## src/rtl/vlcfg_pkg.sv

```systemverilog
package vlcfg_pkg;
  localparam int unsigned INSN_W  = 32;
  localparam int unsigned XLEN    = 64;
  localparam int unsigned IMM_W   = 7;
  localparam int unsigned LEN_W   = IMM_W + 1;
  localparam int unsigned IDX_W   = 5;
  localparam int unsigned CR_W    = 4;

  // Instruction field positions given in MSB-0 numbering, converted below.
  localparam int unsigned IMM_MSB0_LO = 16;
  localparam int unsigned MS_MSB0     = 23;
  localparam int unsigned VS_MSB0     = 24;
  localparam int unsigned VF_MSB0     = 25;
  localparam int unsigned DST_MSB0_LO = 6;
  localparam int unsigned RC_MSB0     = 31;

  // State word positions given in MSB-0 numbering.
  localparam int unsigned ST_VL_MSB0_LO = 7;
  localparam int unsigned ST_VF_MSB0    = 63;
  localparam int unsigned ST_PER_MSB0   = 62;

  localparam int unsigned IMM_HI  = INSN_W - 1 - IMM_MSB0_LO;
  localparam int unsigned MS_POS  = INSN_W - 1 - MS_MSB0;
  localparam int unsigned VS_POS  = INSN_W - 1 - VS_MSB0;
  localparam int unsigned VF_POS  = INSN_W - 1 - VF_MSB0;
  localparam int unsigned DST_HI  = INSN_W - 1 - DST_MSB0_LO;
  localparam int unsigned RC_POS  = INSN_W - 1 - RC_MSB0;

  localparam int unsigned ST_VL_HI  = XLEN - 1 - ST_VL_MSB0_LO;
  localparam int unsigned ST_VF_POS = XLEN - 1 - ST_VF_MSB0;
  localparam int unsigned ST_PER_POS = XLEN - 1 - ST_PER_MSB0;

  typedef struct packed {
    logic [IDX_W-1:0] dest;
    logic [IMM_W-1:0] imm;
    logic             setMvl;
    logic             setVl;
    logic             vertFirst;
    logic             record;
  } vlFields_t;

  typedef struct packed {
    logic fire;
    logic ldMvl;
    logic ldVl;
    logic ldFlags;
    logic wrGpr;
    logic wrCr;
  } vlStrobes_t;

  function automatic vlFields_t splitInsn(input logic [INSN_W-1:0] w);
    vlFields_t f;
    f.imm       = w[IMM_HI -: IMM_W];
    f.setMvl    = w[MS_POS];
    f.setVl     = w[VS_POS];
    f.vertFirst = w[VF_POS];
    f.dest      = w[DST_HI -: IDX_W];
    f.record    = w[RC_POS];
    return f;
  endfunction
endpackage

```

## src/rtl/vlcfg_ctrl.sv

```systemverilog
module vlcfg_ctrl
  import vlcfg_pkg::*;
(
  input  logic       clk,
  input  logic       rst_n,
  input  logic       inValid,
  input  vlFields_t  fields,
  output logic       inReady,
  output vlStrobes_t strobes,
  output logic       outValid,
  output logic       gprWe,
  output logic       crWe,
  output logic       stateWe
);
  logic anyLen;

  assign inReady = 1'b1;
  assign anyLen  = fields.setMvl | fields.setVl;

  always_comb begin
    strobes         = '0;
    strobes.fire    = inValid;
    strobes.ldMvl   = inValid & fields.setMvl;
    strobes.ldVl    = inValid & fields.setVl;
    strobes.ldFlags = inValid & anyLen;
    strobes.wrGpr   = inValid & (fields.dest != '0);
    strobes.wrCr    = inValid & fields.record;
  end

  always_ff @(posedge clk) begin
    if (!rst_n) begin
      outValid <= 1'b0;
      gprWe    <= 1'b0;
      crWe     <= 1'b0;
      stateWe  <= 1'b0;
    end else begin
      outValid <= strobes.fire;
      gprWe    <= strobes.wrGpr;
      crWe     <= strobes.wrCr;
      stateWe  <= strobes.ldFlags;
    end
  end


  we_follow_valid_chk: assert property (@(posedge clk) disable iff (!rst_n)
    (gprWe || crWe || stateWe) |-> outValid);


  valid_follows_input_chk: assert property (@(posedge clk) disable iff (!rst_n)
    outValid |-> $past(inValid));
endmodule

```

## src/rtl/vlcfg_dpath.sv

```systemverilog
module vlcfg_dpath
  import vlcfg_pkg::*;
#(
  parameter int unsigned RESET_MVL = 128
) (
  input  logic             clk,
  input  logic             rst_n,
  input  vlStrobes_t       strobes,
  input  vlFields_t        fields,
  input  logic [XLEN-1:0]  stateIn,
  output logic [LEN_W-1:0] mvlOut,
  output logic [LEN_W-1:0] vlOut,
  output logic [XLEN-1:0]  stateOut,
  output logic [IDX_W-1:0] gprIdx,
  output logic [XLEN-1:0]  gprData,
  output logic [CR_W-1:0]  crData
);
  logic [LEN_W-1:0] mvlQ, vlQ;
  logic [LEN_W-1:0] reqLen, mvlNext, vlNext;
  logic [XLEN-1:0]  stateNext;
  logic             overflow;

  assign reqLen  = {1'b0, fields.imm} + LEN_W'(1);
  assign mvlNext = strobes.ldMvl ? reqLen : mvlQ;

  always_comb begin
    vlNext = vlQ;
    if (strobes.ldVl)
      vlNext = (reqLen < mvlNext) ? reqLen : mvlNext;
  end

  always_comb begin
    stateNext = stateIn;
    stateNext[ST_VL_HI -: IMM_W] = vlNext[IMM_W-1:0];
    stateNext[ST_VF_POS]  = fields.vertFirst;
    stateNext[ST_PER_POS] = 1'b0;
  end

  assign overflow = 1'b0;

  always_ff @(posedge clk) begin
    if (!rst_n) begin
      mvlQ     <= LEN_W'(RESET_MVL);
      vlQ      <= '0;
      stateOut <= '0;
      gprIdx   <= '0;
      gprData  <= '0;
      crData   <= '0;
    end else if (strobes.fire) begin
      mvlQ     <= mvlNext;
      vlQ      <= vlNext;
      stateOut <= strobes.ldFlags ? stateNext : stateIn;
      gprIdx   <= fields.dest;
      gprData  <= {{(XLEN-LEN_W){1'b0}}, vlNext};
      crData   <= {1'b0, vlNext != '0, vlNext == '0, overflow};
    end
  end

  assign mvlOut = mvlQ;
  assign vlOut  = vlQ;


  vl_within_mvl_chk: assert property (@(posedge clk) disable iff (!rst_n)
    $past(strobes.ldVl) |-> (vlQ <= mvlQ));


  mvl_nonzero_chk: assert property (@(posedge clk) disable iff (!rst_n)
    $past(strobes.ldMvl) |-> (mvlQ != '0));


  read_only_keeps_len_chk: assert property (@(posedge clk) disable iff (!rst_n)
    $past(strobes.fire && !strobes.ldMvl && !strobes.ldVl) |->
      (mvlQ == $past(mvlQ) && vlQ == $past(vlQ)));
endmodule

```

## src/rtl/vlcfg_unit.sv

```systemverilog
module vlcfg_unit
  import vlcfg_pkg::*;
#(
  parameter int unsigned RESET_MVL = 128
) (
  input  logic        clk,
  input  logic        rst_n,
  input  logic        inValid,
  output logic        inReady,
  input  logic [31:0] insn,
  input  logic [63:0] stateIn,
  output logic        outValid,
  output logic [7:0]  mvlOut,
  output logic [7:0]  vlOut,
  output logic        stateWe,
  output logic [63:0] stateOut,
  output logic        gprWe,
  output logic [4:0]  gprIdx,
  output logic [63:0] gprData,
  output logic        crWe,
  output logic [3:0]  crData
);
  vlFields_t  fields;
  vlStrobes_t strobes;

  assign fields = splitInsn(insn);

  vlcfg_ctrl ctrl_i (
    .clk      (clk),
    .rst_n    (rst_n),
    .inValid  (inValid),
    .fields   (fields),
    .inReady  (inReady),
    .strobes  (strobes),
    .outValid (outValid),
    .gprWe    (gprWe),
    .crWe     (crWe),
    .stateWe  (stateWe)
  );

  vlcfg_dpath #(.RESET_MVL(RESET_MVL)) dpath_i (
    .clk      (clk),
    .rst_n    (rst_n),
    .strobes  (strobes),
    .fields   (fields),
    .stateIn  (stateIn),
    .mvlOut   (mvlOut),
    .vlOut    (vlOut),
    .stateOut (stateOut),
    .gprIdx   (gprIdx),
    .gprData  (gprData),
    .crData   (crData)
  );


  persist_cleared_chk: assert property (@(posedge clk) disable iff (!rst_n)
    stateWe |-> (stateOut[ST_PER_POS] == 1'b0));


  gpr_idx_nonzero_chk: assert property (@(posedge clk) disable iff (!rst_n)
    gprWe |-> (gprIdx != '0));


  so_clear_chk: assert property (@(posedge clk) disable iff (!rst_n)
    crWe |-> (crData[0] == 1'b0));
endmodule

```

## config.mk

```make
export PLATFORM = sky130hd
export DESIGN_NAME = vlcfg_unit
export DESIGN_NICKNAME = d
export VERILOG_FILES = /design/src/rtl/vlcfg_pkg.sv /design/src/rtl/vlcfg_ctrl.sv /design/src/rtl/vlcfg_dpath.sv /design/src/rtl/vlcfg_unit.sv
export SDC_FILE = /design/constraint.sdc
export NUM_CORES = 1
export LEC_CHECK = 0
export ABC_AREA = 1
export BUFFER_PORTS_ARGS = -buffer_cell sky130_fd_sc_hd__clkbuf_2
export CORE_MARGIN = 3
export CORE_UTILIZATION = 47
export CTS_CLUSTER_DIAMETER = 40
export CTS_CLUSTER_SIZE = 24
export DETAILED_ROUTE_END_ITERATION = 8
export PLACE_DENSITY = 0.91
export SKIP_LAST_GASP = 1
export SLEW_MARGIN = 30
export SYNTH_ARGS = -nofsm -noshare
export SYNTH_HDL_FRONTEND = slang
export SYNTH_SLANG_ARGS = --single-unit
```

## constraint.sdc

```tcl
create_clock -name clk -period 4 [get_ports clk]
set_input_delay 0.2 -clock clk [delete_from_list [all_inputs] [get_ports clk]]
set_output_delay 0.2 -clock clk [all_outputs]
set_load 0.1 [all_outputs]
```

==> impl_metrics.ini <==
[floorplan]
std_cell_rows = 33
die_x_um = 101
die_h_um = 101
ios = 257
core_area_sq_um = 8460
start_util_pct = 49.8
die_area_sq_um = 10100

[global_routing]
grt_first_pass_wirelength_um = 16800
grt-ovfl-total = 0
track_usage_pct = 20.6
grt_pass1_vias = 3592
antenna_found_initial = 0
grt_max_degree = 76

[detailed_routing]
ant_nets = 0
drt_iter0_drc = 196
firstDrtPassIters = 4
wl_per_cell_um = 12.9
postRouteWirelength_um = 10900
vias = 3985
vias_per_cell = 4.74
drc = 0

[clock_tree]
cts_sinks = 91
cts_made_buffers = 9
ctsResizeCount = 0
clock_latency_ns = 0.35
htreeDepth = 3
postCtsSetupBuffers = 0
clk_pin_slew_ns = 0.09
cts_max_path_buffers = 2
cts_hold_buf = 0
cts_root_buf = clkbuf_8
cts_tree = done

[timing]
setup_viol = 0
slew-limit-headroom_pct = 47.6
rsz0062_at_grt = no
fin_crit_sh_pct = 70.4
final.setup.tns_ns = 0
fin_crit_ns = 2.82
hold_viol_final = 0
slew_viol_final = 0
worst_pin_slew_ns = 0.785
skew_ns = 0.0137
whs_ns = 0.0540
clock.fmax_mhz = 355

[placed_design]
dp_cells = 825
dp.final_hpwl_um = 8060
portBuffers = 181
place.gp.congestion = 0.801

[hold_path]
holdPathStages = 3
min_path_type = input port to flip-flop

[pwr]
p_leak_nw = 2.75
total_power_mw = 2.63
power_switching_mw = 1.29
p_seq_share_pct = 38.1
p_int_mw = 1.34
peakVddDrop_uv = 293
swShare_pct = 49.0
pwr-share-comb_pct = 40.5
pwr-share-clk_pct = 21.3
power.density_nw_per_um2 = 521

[flow_run]
cap_violations = 0

[setup_path]
r2r_cells = 15
reg2reg_to = dpath_i.crData[2]
worstSetupStartpointType = input port
path_class = input port to flip-flop
worst-path-max-fanout = 16
crit_start = insn[9]
cp.required_ns = 4.20
cp.arrival_ns = 3.01
rr_startpoint = dpath_i.mvlOut[6]
cp-end-kind = flip-flop
endpoint = dpath_i.crData[2]
r2r_slack_ns = 1.31

[final_layout]
finalNetCount = 838
diodes = 0
drive_gt1_share_pct = 29.3
fin_util_pct = 59.5
syn2layout_area_growth_pct = 19.6
fill_cells = 778
fin_cells = 840

[synthesis]
netlist_area_sq_um = 4210
yosys-top-cells-area = dfxtp_1 43%, nor2_1 14%, buf_4 12%, o21ai_0 8.1%, nand2_1 5.6%
ys_seq_area_share_pct = 43.2
synth_area_leader_cell = dfxtp_1
synthDistinctLibCells = 31
syn_area_per_cell_sq_um = 7.35
postSynthCellCount = 573
synth-seq-cells = 91
yosysWarnings = 0
synth_top_area_share_pct = 43.2

[run_status]
status = completed
## registers in the layout (all words and copies together) (netlist names)
signal / cells
dpath_i.crData: 2
dpath_i.gprIdx: 5
dpath_i.vlOut: 8
ctrl_i.stateWe: 1
dpath_i.mvlOut: 8
ctrl_i.crWe: 1
ctrl_i.gprWe: 1
ctrl_i.outValid: 1
dpath_i.stateOut: 64
## synthesized netlist by cell type (all sizes together)
library cell and number:
clkbuf 20, o21a 1, nand3 12, inv 30, conb 2, or2 1, mux2i 2, nand2 66
a21boi 2, clkinv 2, and2 1, xor2 2, o21ai 69, nand3b 2, o41ai 1, a21oi 20
dfxtp 91, nor2 159, o211ai 7, buf 74, nand4 1, ha 8
## logic make-up after synthesis
kind of cell | share of synthesized area [%]
buf+inv | 17.6
other cells | 0.178
flops | 43.2
compound gates | 13.0
mux | 0.475
xor+xnor | 0.416
fa+ha+maj | 2.38
simple gates | 22.8
## worst max-delay path, cell delays in order
cell and delay [ns]:
clkbuf_2 0.14, ha_1 0.22, nand2_1 0.11, inv_1 0.07, nand2_1 0.07, xor2_1 0.27, mux2i_1 0.18, ha_1 0.23
a21oi_1 0.13, o21a_1 0.53, nand3b_1 0.15, nand2_1 0.08, nor2_1 0.05, nor2_1 0.18, nand2_1 0.07, nor2_1 0.08
nand2_1 0.11, nand2_1 0.08, a21oi_1 0.07
## worst min-delay path by stage
stage | slack, ns | endpoint | from
2_1_floorplan | 0.31 | ctrl_i.crWe | insn[0]
3_3_place_gp | 0.40 | ctrl_i.crWe | insn[0]
3_5_place_dp | 0.42 | ctrl_i.crWe | insn[0]
4_1_cts | 0.04 | ctrl_i.crWe | insn[0]
5_1_grt | 0.03 | ctrl_i.crWe | insn[0]
6_report | 0.05 | ctrl_i.crWe | insn[0]
## placed cells by master, fill, tap and decap left out, drive strengths merged
master,count
clkbuf,190
nor2,159
dfxtp,91
o21ai,69
nand2,66
conb,59
inv,33
a21oi,20
nand3,12
ha,8
o211ai,7
clkinvlp,3
buf,3
xor2,2
mux2i,2
nand3b,2
clkinv,2
a21boi,2
nand4,1
o21a,1
and2,1
or2,1
o41ai,1
## stage by stage
stage               instance area, sq um  setup slack [ns]
floorplan                           4430              1.09
global placement                    4870             0.912
detailed placement                  4870             0.849
CTS                                 5040              1.21
global route                        5040             0.850
finish                              5040              1.18
## power by group through the flow
| stage | logic (mW) | registers (mW) | clock network [mW] |
|---|---|---|---|
| 6_report | 1.06 | 1.00 | 0.560 |
| 5_1_grt | 1.12 | 1.01 | 0.612 |
| 4_1_cts | 1.07 | 1.00 | 0.573 |
| 3_5_place_dp | 1.06 | 1.02 | 0 |
| 3_3_place_gp | 1.05 | 1.02 | 0 |
| 2_1_floorplan | 0.511 | 1.47 | 0 |
## layer usage
layer / track usage (%) / vias up / part of all wire [%]
li1: - / 2002 / -
met1: 24.8 / 1801 / 41
met2: 35.4 / 172 / 50
met3: 6.64 / 10 / 8.8
met4: 5.18 / 0 / 1.0
met5: 0 / - / 0
## cell type report
class / count / area (sq um) / area share (%)
Tap cell: 105 / 131 / 2.61
Timing Repair Buffer: 184 / 928 / 18.4
Clock inverter: 6 / 48.8 / 0.968
Clock buffer: 9 / 124 / 2.46
Multi-Input combinational cell: 413 / 1870 / 37.0
Inverter: 32 / 120 / 2.38
Sequential cell: 91 / 1820 / 36.1
(Power assumes the default switching activity.)
